`config.mk`:
```
export PLATFORM = sky130hd
export DESIGN_NAME = flowseq_top
export DESIGN_NICKNAME = d
export VERILOG_FILES = /design/src/rtl/flowseq_pkg.sv /design/src/rtl/flowseq_stack.sv /design/src/rtl/flowseq_ctrl.sv /design/src/rtl/flowseq_path.sv /design/src/rtl/flowseq_top.sv
export SDC_FILE = /design/constraint.sdc
export NUM_CORES = 1
export LEC_CHECK = 0
export BUFFER_PORTS_ARGS = -buffer_cell sky130_fd_sc_hd__clkbuf_2
export CAP_MARGIN = 5
export CORE_UTILIZATION = 50
export CTS_CLUSTER_SIZE = 40
export DETAILED_ROUTE_END_ITERATION = 12
export PLACE_DENSITY = 0.74
export SLEW_MARGIN = 20
export SYNTH_ARGS = -nofsm -noshare
export SYNTH_HDL_FRONTEND = slang
export SYNTH_SLANG_ARGS = --single-unit
```
`constraint.sdc`:
```
create_clock -name clk -period 16.3 [get_ports clk]
set_input_delay 1.63 -clock clk [delete_from_list [all_inputs] [get_ports clk]]
set_output_delay 1.63 -clock clk [all_outputs]
set_load 0.05 [all_outputs]
```
`src/rtl/flowseq_pkg.sv`:
```
package flowseq_pkg;

  typedef enum logic [2:0] {
    OP_STEP = 3'd0,
    OP_JMP  = 3'd1,
    OP_CALL = 3'd2,
    OP_RET  = 3'd3,
    OP_EXEC = 3'd4,
    OP_LOOP = 3'd5,
    OP_REP  = 3'd6,
    OP_TRAP = 3'd7
  } op_e;

  typedef enum logic [2:0] {
    PC_HOLD,
    PC_LEN,
    PC_ONE,
    PC_TWO,
    PC_TARGET,
    PC_RETTOP,
    PC_ENDNEXT
  } pcsel_e;

  // Strobes from control to datapath
  typedef struct packed {
    logic   retPush;
    logic   retPop;
    logic   retLink;   // 1: push PC+len, 0: push PC+2
    logic   cntPush;
    logic   cntPop;
    logic   cntDec;
    logic   eaPush;
    logic   eaPop;
    logic   errSet;
    logic   trapSet;
    logic   repSet;
    pcsel_e pcSel;
  } strobe_t;

  // Status from datapath to control
  typedef struct packed {
    logic retFull;
    logic retEmpty;
    logic cntFull;
    logic eaFull;
    logic loopOpen;
    logic atEnd;
    logic cntMore;
  } status_t;

endpackage

```
`src/rtl/flowseq_stack.sv`:
```
module flowseq_stack #(
  parameter int W     = 16,
  parameter int DEPTH = 4
) (
  input  logic         clk,
  input  logic         rst,
  input  logic         push,
  input  logic         pop,
  input  logic         decTop,
  input  logic [W-1:0] din,
  output logic [W-1:0] top,
  output logic         full,
  output logic         empty
);
  localparam int PW = $clog2(DEPTH + 1);
  localparam int IW = (DEPTH > 1) ? $clog2(DEPTH) : 1;

  logic [W-1:0]  mem [DEPTH];
  logic [PW-1:0] fill;
  logic [PW-1:0] topIdx;

  assign topIdx = fill - PW'(1);
  assign full   = (fill == PW'(DEPTH));
  assign empty  = (fill == '0);
  assign top    = mem[topIdx[IW-1:0]];

  always_ff @(posedge clk) begin
    if (rst) fill <= '0;
    else if (push) fill <= fill + PW'(1);
    else if (pop) fill <= fill - PW'(1);
  end

  always_ff @(posedge clk) begin
    if (push) mem[fill[IW-1:0]] <= din;
    else if (decTop) mem[topIdx[IW-1:0]] <= mem[topIdx[IW-1:0]] - W'(1);
  end

  // control never pushes onto a full stack
  a_r8_no_push_full: assert property (@(posedge clk) disable iff (rst) push |-> !full);
  // control never pops an empty stack
  a_r4_no_pop_empty: assert property (@(posedge clk) disable iff (rst) pop |-> !empty);

endmodule

```
`src/rtl/flowseq_ctrl.sv`:
```
module flowseq_ctrl
  import flowseq_pkg::*;
(
  input  logic         opValid,
  input  logic [2:0]   opCode,
  input  logic         condTrue,
  input  logic         countZero,
  input  status_t      stat,
  output strobe_t      stb
);
  op_e op;
  assign op = op_e'(opCode);

  always_comb begin
    stb = '0;
    stb.pcSel = PC_HOLD;
    if (opValid) begin
      unique case (op)
        OP_STEP: begin
          if (stat.loopOpen && stat.atEnd) begin
            if (stat.cntMore) begin
              stb.cntDec = 1'b1;
              stb.pcSel  = PC_RETTOP;
            end else begin
              stb.retPop = 1'b1;
              stb.cntPop = 1'b1;
              stb.eaPop  = 1'b1;
              stb.pcSel  = PC_LEN;
            end
          end else begin
            stb.pcSel = PC_LEN;
          end
        end
        OP_JMP: stb.pcSel = condTrue ? PC_TARGET : PC_LEN;
        OP_CALL: begin
          if (!condTrue) stb.pcSel = PC_LEN;
          else if (stat.retFull) stb.errSet = 1'b1;
          else begin
            stb.retPush = 1'b1;
            stb.retLink = 1'b1;
            stb.pcSel   = PC_TARGET;
          end
        end
        OP_RET: begin
          if (!condTrue) stb.pcSel = PC_ONE;
          else if (stat.retEmpty) stb.errSet = 1'b1;
          else begin
            stb.retPop = 1'b1;
            stb.pcSel  = PC_RETTOP;
          end
        end
        OP_EXEC: stb.pcSel = condTrue ? PC_ONE : PC_TWO;
        OP_LOOP: begin
          if (countZero) stb.pcSel = PC_ENDNEXT;
          else if (stat.retFull) stb.errSet = 1'b1;
          else if (stat.cntFull) begin
            stb.retPush = 1'b1;
            stb.errSet  = 1'b1;
          end else if (stat.eaFull) begin
            stb.retPush = 1'b1;
            stb.cntPush = 1'b1;
            stb.errSet  = 1'b1;
          end else begin
            stb.retPush = 1'b1;
            stb.cntPush = 1'b1;
            stb.eaPush  = 1'b1;
            stb.pcSel   = PC_TWO;
          end
        end
        OP_REP: begin
          if (countZero) stb.pcSel = PC_TWO;
          else begin
            stb.repSet = 1'b1;
            stb.pcSel  = PC_ONE;
          end
        end
        OP_TRAP: stb.trapSet = 1'b1;
        default: stb.pcSel = PC_HOLD;
      endcase
    end
  end

endmodule

```
`src/rtl/flowseq_path.sv`:
```
module flowseq_path
  import flowseq_pkg::*;
#(
  parameter int          AW       = 16,
  parameter int          CW       = 16,
  parameter int          LW       = 2,
  parameter int          DEPTH    = 4,
  parameter logic [15:0] RESET_PC = 16'h0000
) (
  input  logic          clk,
  input  logic          rst,
  input  strobe_t       stb,
  input  logic [AW-1:0] target,
  input  logic [LW-1:0] instrLen,
  input  logic [CW-1:0] countIn,
  output status_t       stat,
  output logic [AW-1:0] pcOut,
  output logic          errIrq,
  output logic          trapIrq,
  output logic          repLoad,
  output logic [CW-1:0] repCount
);
  logic [AW-1:0] pcQ, pcNext, pcPlusLen, pcPlusTwo, retDin;
  logic [AW-1:0] retTop, eaTop;
  logic [CW-1:0] cntTop;
  logic          cntEmpty, eaEmpty;

  assign pcPlusLen = pcQ + AW'(instrLen);
  assign pcPlusTwo = pcQ + AW'(2);
  assign retDin    = stb.retLink ? pcPlusLen : pcPlusTwo;

  flowseq_stack #(.W(AW), .DEPTH(DEPTH)) u_retStack (
    .clk(clk), .rst(rst), .push(stb.retPush), .pop(stb.retPop), .decTop(1'b0),
    .din(retDin), .top(retTop), .full(stat.retFull), .empty(stat.retEmpty)
  );

  flowseq_stack #(.W(CW), .DEPTH(DEPTH)) u_cntStack (
    .clk(clk), .rst(rst), .push(stb.cntPush), .pop(stb.cntPop), .decTop(stb.cntDec),
    .din(countIn), .top(cntTop), .full(stat.cntFull), .empty(cntEmpty)
  );

  flowseq_stack #(.W(AW), .DEPTH(DEPTH)) u_eaStack (
    .clk(clk), .rst(rst), .push(stb.eaPush), .pop(stb.eaPop), .decTop(1'b0),
    .din(target), .top(eaTop), .full(stat.eaFull), .empty(eaEmpty)
  );

  assign stat.loopOpen = !eaEmpty && !cntEmpty;
  assign stat.atEnd    = (pcQ == eaTop);
  assign stat.cntMore  = (cntTop > CW'(1));

  always_comb begin
    unique case (stb.pcSel)
      PC_LEN:     pcNext = pcPlusLen;
      PC_ONE:     pcNext = pcQ + AW'(1);
      PC_TWO:     pcNext = pcPlusTwo;
      PC_TARGET:  pcNext = target;
      PC_RETTOP:  pcNext = retTop;
      PC_ENDNEXT: pcNext = target + AW'(1);
      default:    pcNext = pcQ;
    endcase
  end

  always_ff @(posedge clk) begin
    if (rst) begin
      pcQ      <= AW'(RESET_PC);
      errIrq   <= 1'b0;
      trapIrq  <= 1'b0;
      repLoad  <= 1'b0;
      repCount <= '0;
    end else begin
      pcQ     <= pcNext;
      errIrq  <= stb.errSet;
      trapIrq <= stb.trapSet;
      repLoad <= stb.repSet;
      if (stb.repSet) repCount <= countIn;
    end
  end

  assign pcOut = pcQ;

  // reset puts the PC at its reset value
  a_r1_reset_pc: assert property (@(posedge clk) $past(rst) |-> (pcOut == AW'(RESET_PC)));
  // a loop back-edge always targets a non-empty return stack
  a_r9_backedge_has_link: assert property (@(posedge clk) disable iff (rst)
    stb.cntDec |-> !stat.retEmpty);

endmodule

```
`src/rtl/flowseq_top.sv`:
```
module flowseq_top
  import flowseq_pkg::*;
#(
  parameter int          AW       = 16,
  parameter int          CW       = 16,
  parameter int          LW       = 2,
  parameter int          DEPTH    = 4,
  parameter logic [15:0] RESET_PC = 16'h0000
) (
  input  logic          clk,
  input  logic          rst,
  input  logic          opValid,
  input  logic [2:0]    opCode,
  input  logic          condTrue,
  input  logic [AW-1:0] target,
  input  logic [LW-1:0] instrLen,
  input  logic [CW-1:0] countIn,
  output logic [AW-1:0] pcOut,
  output logic          errIrq,
  output logic          trapIrq,
  output logic          repLoad,
  output logic [CW-1:0] repCount
);
  strobe_t stb;
  status_t stat;

  flowseq_ctrl u_ctrl (
    .opValid(opValid), .opCode(opCode), .condTrue(condTrue),
    .countZero(countIn == '0), .stat(stat), .stb(stb)
  );

  flowseq_path #(.AW(AW), .CW(CW), .LW(LW), .DEPTH(DEPTH), .RESET_PC(RESET_PC)) u_path (
    .clk(clk), .rst(rst), .stb(stb), .target(target), .instrLen(instrLen),
    .countIn(countIn), .stat(stat), .pcOut(pcOut), .errIrq(errIrq),
    .trapIrq(trapIrq), .repLoad(repLoad), .repCount(repCount)
  );

  // taken jump lands on the target
  a_r2_jump_taken: assert property (@(posedge clk) disable iff (rst)
    (opValid && opCode == 3'd1 && condTrue) |=> (pcOut == $past(target)));
  // conditional execute moves the PC by one or two
  a_r5_exec_step: assert property (@(posedge clk) disable iff (rst)
    (opValid && opCode == 3'd4) |=>
      (pcOut == $past(pcOut) + ($past(condTrue) ? AW'(1) : AW'(2))));
  // trap always pulses the trap interrupt
  a_r11_trap_pulse: assert property (@(posedge clk) disable iff (rst)
    (opValid && opCode == 3'd7) |=> trapIrq);
  // idle cycles hold the PC and raise nothing
  a_r12_idle_hold: assert property (@(posedge clk) disable iff (rst)
    !opValid |=> ($stable(pcOut) && !errIrq && !trapIrq && !repLoad));

endmodule

```
After elaboration in Yosys (flattened, before gate mapping)
Memories as Yosys holds them, arrays and structs flattened.
Cells that the tools add are included.
{"block": "totals", "mem_bits_rw": 192, "mem_count": 3, "output_inout_bits": 35, "ff_bits": 44, "word_cells": 126, "in_bits": 41}
{"memory": "u_path.u_cntStack.mem", "words": 4, "width": 16, "read_ports": 1, "rd_clocked_by_memory_dff": 0, "write_ports": 1, "line_no": "flowseq_stack.sv:18", "rtl": "logic [W-1:0] mem [DEPTH];"}
{"memory": "u_path.u_eaStack.mem", "words": 4, "width": 16, "read_ports": 1, "rd_clocked_by_memory_dff": 0, "write_ports": 1, "line_no": "flowseq_stack.sv:18"}
{"memory": "u_path.u_retStack.mem", "words": 4, "width": 16, "read_ports": 1, "rd_clocked_by_memory_dff": 0, "write_ports": 1, "line_no": "flowseq_stack.sv:18"}
{"block": "classes", "eq_ne": 17, "reduce_logical": 15, "muxes": 70, "add_sub_neg": 11, "bitwise": 1, "magnitude_cmp": 1}
{"op": "16-bit case mux with 6 select lines", "count": 1}
{"op": "3-bit two-way mux", "count": 16}
{"op": "1-bit two-way mux", "count": 42}
{"op": "16-bit by 1-bit adder with 16-bit output, second input constant", "count": 2}
{"op": "16-bit two-way mux", "count": 2}
{"op": "3-bit == test, second input constant", "count": 10}
{"op": "3-bit case mux with 7 select lines", "count": 1}
{"op": "16-bit by 2-bit adder with 16-bit output", "count": 1}
{"op": "16-bit by 2-bit adder with 16-bit output, second input constant", "count": 1}
{"op": "16-bit == test", "count": 1}
{"op": "16-bit by 1-bit > comparator with 1-bit output, second input constant", "count": 1}
{"op": "16-bit zero test", "count": 1}
{"op": "16-bit OR reduction", "count": 1}
{"op": "16-bit by 1-bit subtractor with 16-bit output, second input constant", "count": 1}
{"op": "14-bit two-way mux", "count": 1}
{"op": "3-bit by 2-bit == test with 1-bit output, second input constant", "count": 4}
{"op": "3-bit zero test", "count": 4}
{"op": "3-bit by 1-bit adder with 3-bit output, second input constant", "count": 3}
{"op": "3-bit by 1-bit subtractor with 3-bit output, second input constant", "count": 3}
{"op": "2-bit two-way mux", "count": 4}
{"op": "3-bit by 1-bit == test with 1-bit output, second input constant", "count": 2}
{"op": "2-bit nonzero test", "count": 3}
{"op": "6-bit nonzero test", "count": 1}
{"op": "1-bit case mux with 2 select lines", "count": 2}
{"op": "5 further kinds", "count": 7}

Depth between registers and ports, before layout
{"block": "logic_depth", "depth_word": 12, "depth_mapped": 25, "depth_no_buf": 21}

Modules after synthesis
From an unflattened synthesis, not the netlist that was laid out.
{"block": "unflattened", "hier_cells": 1133, "area_unflattened_um2": 13105.1}
{"module": "flowseq_stack at u_path.u_cntStack ...", "area_per_inst_um2": 3061.7, "instances": 2, "cells_per_inst": 197, "seq_area_each_um2": 1981.9}
{"module": "flowseq_path", "area_per_inst_um2": 3598.5, "instances": 1, "cells_per_inst": 490, "seq_area_each_um2": 700.7}
{"module": "flowseq_stack at u_path.u_retStack", "area_per_inst_um2": 3004.1, "instances": 1, "cells_per_inst": 193, "seq_area_each_um2": 1981.9}
{"module": "flowseq_ctrl", "area_per_inst_um2": 345.3, "instances": 1, "cells_per_inst": 51, "seq_area_each_um2": 0.0}
{"module": "flowseq_top", "area_per_inst_um2": 33.8, "instances": 1, "cells_per_inst": 5, "seq_area_each_um2": 0.0}

Worst setup path before layout
OpenSTA, ideal clock, no wires.
{"block": "synth_timing", "path_kind": "register to register", "start": "reg u_path.u_cntStack.fill[0]", "end": "reg u_path.pcQ[14], in the netlist u_path.pcOut[14]", "path_stages_with_launch": 25, "setup_time_ns": 0.132, "arrival_ns": 5.311, "synth_period_minus_slack_ns": 5.443, "required_time_ns": 16.168, "path_buffers": 4, "slack_ns": 10.857, "cell_sequence": "dfxtp_1 > buf_1 > inv_1 > ha_1 > buf_1 > clkbuf_1 > mux4_2 > inv_1 > ha_1 > nor2_1 > nor2_1 > nand3_1 > or2_1 > a31oi_4 > nor3_2 > o21ai_0 > ha_1 > clkbuf_1 > nand4_1 > or3_1 > nor2_1 > xnor2_1 > a21oi_1 > a221oi_1 > a31oi_1"}
{"block": "synth_via", "elab_chain_len": 9, "word_cells_on_any_way": 23, "classes_between": "add/sub (1); order compare (1); eq/ne (7); mux (8); reduce/logical (5); memory (1)"}
{"element": "from (decl)", "line_no": "flowseq_stack.sv:19", "rtl": "logic [PW-1:0] fill;"}
{"element": "from (signal assigned)", "line_no": "flowseq_stack.sv:29", "rtl": "else if (push) fill <= fill + PW'(1);"}
{"element": "from (signal assigned)", "line_no": "flowseq_stack.sv:30", "rtl": "else if (pop) fill <= fill - PW'(1);"}
{"element": "3-bit by 1-bit subtractor with 3-bit output / 3-bit zero test (equally long branches)", "line_no": "flowseq_stack.sv:22, flowseq_stack.sv:24"}
{"element": "memory 4 x 16 bit / 1-bit zero test (equally long branches)"}
{"element": "16-bit by 1-bit > comparator with 1-bit output / 1-bit logical AND (equally long branches)", "line_no": "flowseq_path.sv:49, flowseq_path.sv:47"}
{"element": "3-bit two-way mux / 1-bit logical AND (equally long branches)", "line_no": "flowseq_ctrl.sv:21, flowseq_ctrl.sv:20"}
{"element": "3-bit two-way mux", "line_no": "flowseq_ctrl.sv:20", "rtl": "if (stat.loopOpen && stat.atEnd) begin"}
{"element": "3-bit case mux with 7 select lines *", "line_no": "flowseq_ctrl.sv:18", "rtl": "unique case (op)"}
{"element": "14-bit two-way mux *", "line_no": "flowseq_ctrl.sv:17", "rtl": "if (opValid) begin"}
{"element": "3-bit == test (tied with other cells)", "line_no": "flowseq_path.sv:52", "rtl": "unique case (stb.pcSel)"}
{"element": "16-bit case mux with 6 select lines / 6-bit nonzero test (equally long branches)"}
{"element": "to (signal assigned)", "line_no": "flowseq_path.sv:65", "rtl": "pcQ <= AW'(RESET_PC);"}
{"element": "to (signal assigned)", "line_no": "flowseq_path.sv:71", "rtl": "pcQ <= pcNext;"}
{"element": "to (decl)", "line_no": "flowseq_path.sv:23", "rtl": "logic [AW-1:0] pcQ, pcNext, pcPlusLen, pcPlusTwo, retDin;"}
Every way passes the cells marked *; elsewhere a longest branch is shown, timed or not.
A chain may end at the register's enable or synchronous reset.

Worst setup path in the final report
{"block": "layout_timing", "start": "reg u_path.u_eaStack.fill[0]", "end": "reg u_path.pcQ[14], in the netlist u_path.pcOut[14]"}
{"block": "layout_via", "elab_chain_len": 9, "word_cells_on_any_way": 23, "classes_between": "add/sub (1); eq/ne (8); mux (8); reduce/logical (5); memory (1)"}
{"element": "from (decl)", "line_no": "flowseq_stack.sv:19"}
{"element": "from (signal assigned)", "line_no": "flowseq_stack.sv:29"}
{"element": "from (signal assigned)", "line_no": "flowseq_stack.sv:30"}
{"element": "3-bit by 1-bit subtractor with 3-bit output (tied with other cells)", "line_no": "flowseq_stack.sv:22", "rtl": "assign topIdx = fill - PW'(1);"}
{"element": "memory 4 x 16 bit (tied with other cells)"}
{"element": "16-bit == test (tied with other cells)", "line_no": "flowseq_path.sv:48", "rtl": "assign stat.atEnd = (pcQ == eaTop);"}
{"element": "1-bit logical AND / 3-bit two-way mux (equally long branches)", "line_no": "flowseq_ctrl.sv:20, flowseq_ctrl.sv:55"}
{"element": "3-bit two-way mux (on tied branches)", "line_no": "flowseq_ctrl.sv:20, flowseq_ctrl.sv:54"}
{"element": "3-bit case mux with 7 select lines *", "line_no": "flowseq_ctrl.sv:18"}
{"element": "14-bit two-way mux *", "line_no": "flowseq_ctrl.sv:17"}
{"element": "3-bit == test (tied with other cells)", "line_no": "flowseq_path.sv:52"}
{"element": "16-bit case mux with 6 select lines / 6-bit nonzero test (equally long branches)"}
Marks and branches as above.

==> run_results.csv <==
group,metric,value,unit
clock_tree,htreeDepth,1,
pwr,power_density,103.3,nW/um^2
worst_setup_path,startpoint,"u_path.u_eaStack.fill[0]",
placement,dp_hpwl,18610,um
clock_tree,clock_path_buffers,3,
synthesis,ys_warn_count,0,
sta,drv_slew,0,
global_routing,grt_max_degree,48,
drt,drt-total-wl,27290,um
worst_setup_path,critPathMaxFanout,16,
global_routing,grt_pass1_wl,42560,um
synthesis,synth_area_leaders,"edfxtp_1 (49%), mux4_2 (8.0%), dfxtp_1 (7.5%), xnor2_1 (4.4%), nor2_1 (3.5%)",
placement,gp_congestion,0.8796,
sta,whs,0.4893,ns
finish,final_common_cell,"edfxtp_1",
worst_setup_path,max_stage_delay,0.89,ns
hold_path,hp-start,"u_path.repCount[7]",
drt,drtPass1Iterations,5,
pwr,leakage,0.004483,uW
global_routing,antenna_found_initial,0,
worst_setup_path,worst_setup_path_start_kind,"register",
drt,drc_errors,0,
clock_tree,clk_pin_slew_worst_paths,0.06,ns
sta,finalSetupViolCount,0,
clock_tree,clock_latency,0.53,ns
sta,fin_setup_tns,0,ns
sta,clock_skew,0.01168,ns
worst_setup_path,worstPathArrival,6.93,ns
global_routing,grt_overflow_total,0,
outcome,status,"completed",
sta,fin_crit,6.544,ns
clock_tree,ctsResizeCount,0,
global_routing,grtUsageTotal,0.2296,
clock_tree,cts_made_buffers,25,
clock_tree,cts.sinks,236,
drt,route.detailed.wl_per_inst,20.36,um
die,die_h,155.6,um
job,maxCapViolCount,0,
finish,nets,1069,
die,dieArea,24210,um^2
sta,final.period_utilization,0.4015,
worst_setup_path,slowest_stage,"dfxtp_1",
worst_setup_path,crit_chain,"clkinv_1 > ha_1 > buf_4 > mux4_2 > xnor2_1 > nand2_1 > nor4b_2 > a31oi_4 > nor3_2 > nand2_1 > o21ai_0 > ha_1 > nand4_1 > or3_1 > nor2_1 > xnor2_1 > a21oi_1 > a221oi_1 > a31oi_1",
worst_setup_path,regToRegStartpoint,"u_path.u_eaStack.fill[0]",
hold_path,whs_path_depth,2,
sta,rsz0062_at_grt,"no",
synthesis,synthFlopType,"edfxtp_1",
finish,layout_common_cells,"edfxtp_1 (192), nor2_1 (109), clkbuf_2 (75)",
synthesis,ys_ff_latch,236,
synthesis,seq_area_frac_synth,0.5635,
worst_setup_path,end_kind,"register",
clock_tree,cts_setup_buffers,0,
clock_tree,hold_buffers,0,
finish,diodes,0,
clock_tree,cts_tree,"built",
finish,final_layout_size_suffix_gt1_frac,0.1840,
die,core_area,22920,um^2
synthesis,synthDistinctLibCells,72,
worst_setup_path,crit_type,"register to register",
synthesis,yosysTopAreaCellShare,0.4888,
drt,vias_per_cell,5.851,
sta,maxSlewHeadroom,0.3284,
drt,vias,7840,
synthesis,synth-edff-count,192,
sta,finalHoldViolCount,0,
global_routing,grt_pass1_vias,7571,
worst_setup_path,r2r_cells,19,
drt,drt_iter0_drc,621,
sta,fmax,152.8,MHz
drt,ant_nets,0,
worst_setup_path,ff2ff_setup_slack,9.76,ns
finish,syn2layout_area_growth,12.67,%
synthesis,syn-cell-area,11800,um^2
synthesis,async_flop_share,0,
die,start_util,0.5147,
clock_tree,cts_root_buf,"clkbuf_16",
worst_setup_path,r2r_end,"u_path.pcOut[14]",
sta,worstMarginPinSlew,1.006,ns
synthesis,syn_nets,1008,
synthesis,synth_top_area_cell,"edfxtp_1",
die,chipWidth,155.6,um
pwr,ir_worst_vdd,81.68,uV
synthesis,synth.avg_cell_area,12.46,um^2
hold_path,worstHoldPathType,"register to register",
die,rows,55,
placement,io_buffers,75,
worst_setup_path,required,16.68,ns
die,pin_count,76,
synthesis,synthCells,947,
hold_path,min_to,"u_path.repCount[7]",
[worst max-delay path: cells and delay by family, from the launching register on]
kind                     cells  cell delay [ns]
AND/OR/NAND/NOR              7             1.90
XOR/XNOR                     2             0.32
flip-flops                   1             0.89
multiplexers                 1             0.34
AO/OA/AOI/OAI                5             0.89
buffers and inverters        2             0.88
adder cells (fa/ha/maj)      2             1.18
[metal layers]
metal  global-route usage  wire (um)  up-vias
li1                     -          -     3650
met1               0.3399      11960     3813
met2               0.3504      12620      343
met3              0.03472       2136       34
met4              0.07003        565        0
met5                    0          0        -
[Yosys cell counts, types with 10 or more instances]
library cell	instances
xor2_1	34
nor2_1	109
a21oi_1	40
nand2b_1	10
dfxtp_1	44
inv_1	25
nand2_1	65
xnor2_1	59
and3_1	12
ha_1	19
nor3_1	17
a221oi_1	13
edfxtp_1	192
nand4_1	16
o21ai_0	18
nand3_1	25
mux4_2	42
clkbuf_1	31
mux2i_1	39
[state kept, by name, indices dropped and copies added (netlist names), 3 cells and up]
signal                  cells
u_path.u_cntStack.mem      64
u_path.u_eaStack.mem       64
u_path.u_retStack.mem      64
u_path.pcOut               16
u_path.repCount            16
u_path.u_cntStack.fill      3
u_path.u_eaStack.fill       3
u_path.u_retStack.fill      3
[power breakdown]
part / internal [uW] / total, uW / leakage (uW) / switching (uW)
Combinational: 43.3 / 120 / 0.00197 / 76.6
Clock: 345 / 576 / 0.000415 / 231
Sequential: 661 / 677 / 0.00210 / 16.5
[worst max-delay path by stage]
stage,to,slack (ns)
after floorplan,u_path.pcOut[14],10.86
after detailed placement,u_path.pcOut[14],8.93
after global routing,u_path.pcOut[14],9.16
after CTS,u_path.pcOut[14],8.88
after global placement,u_path.pcOut[14],9.17
final,u_path.pcOut[14],9.76
[stage by stage]
step / worst slack (ns) / cell area [um^2] / util / std cells / power [uW]
global route: 9.163 / 13290 / 0.5799 / 1340 / 1418
global placement: 9.175 / 12420 / 0.5421 / 1293 / 804.7
finish: 9.756 / 13290 / 0.5799 / 1340 / 1373
CTS: 8.878 / 13260 / 0.5784 / 1339 / 1379
detailed placement: 8.933 / 12420 / 0.5421 / 1293 / 806.7
floorplan: 10.86 / 11800 / - / 947 / 768.4
[cells by family (layout without fill, tap and decap cells)]
| kind of cell | after synthesis | after routing | synth area share |
|---|---|---|---|
| fa+ha+maj | 20 | 20 | 0.02185 |
| xor+xnor | 93 | 93 | 0.06906 |
| compound gates | 130 | 130 | 0.07415 |
| buf+inv | 79 | 159 | 0.02896 |
| simple gates | 307 | 307 | 0.1282 |
| flops | 236 | 236 | 0.5635 |
| mux | 82 | 82 | 0.1142 |
[cell type report]
type                       count  area [um^2]
sequential                   236         6646
clock inverter                18        196.4
timing repair buffer          87        485.5
multi-input combinational    632         4835
fill                        1865         9627
tap                          313        391.6
inverter                      26        97.59
clock buffer                  28        636.9
(Power assumes the default switching activity.)
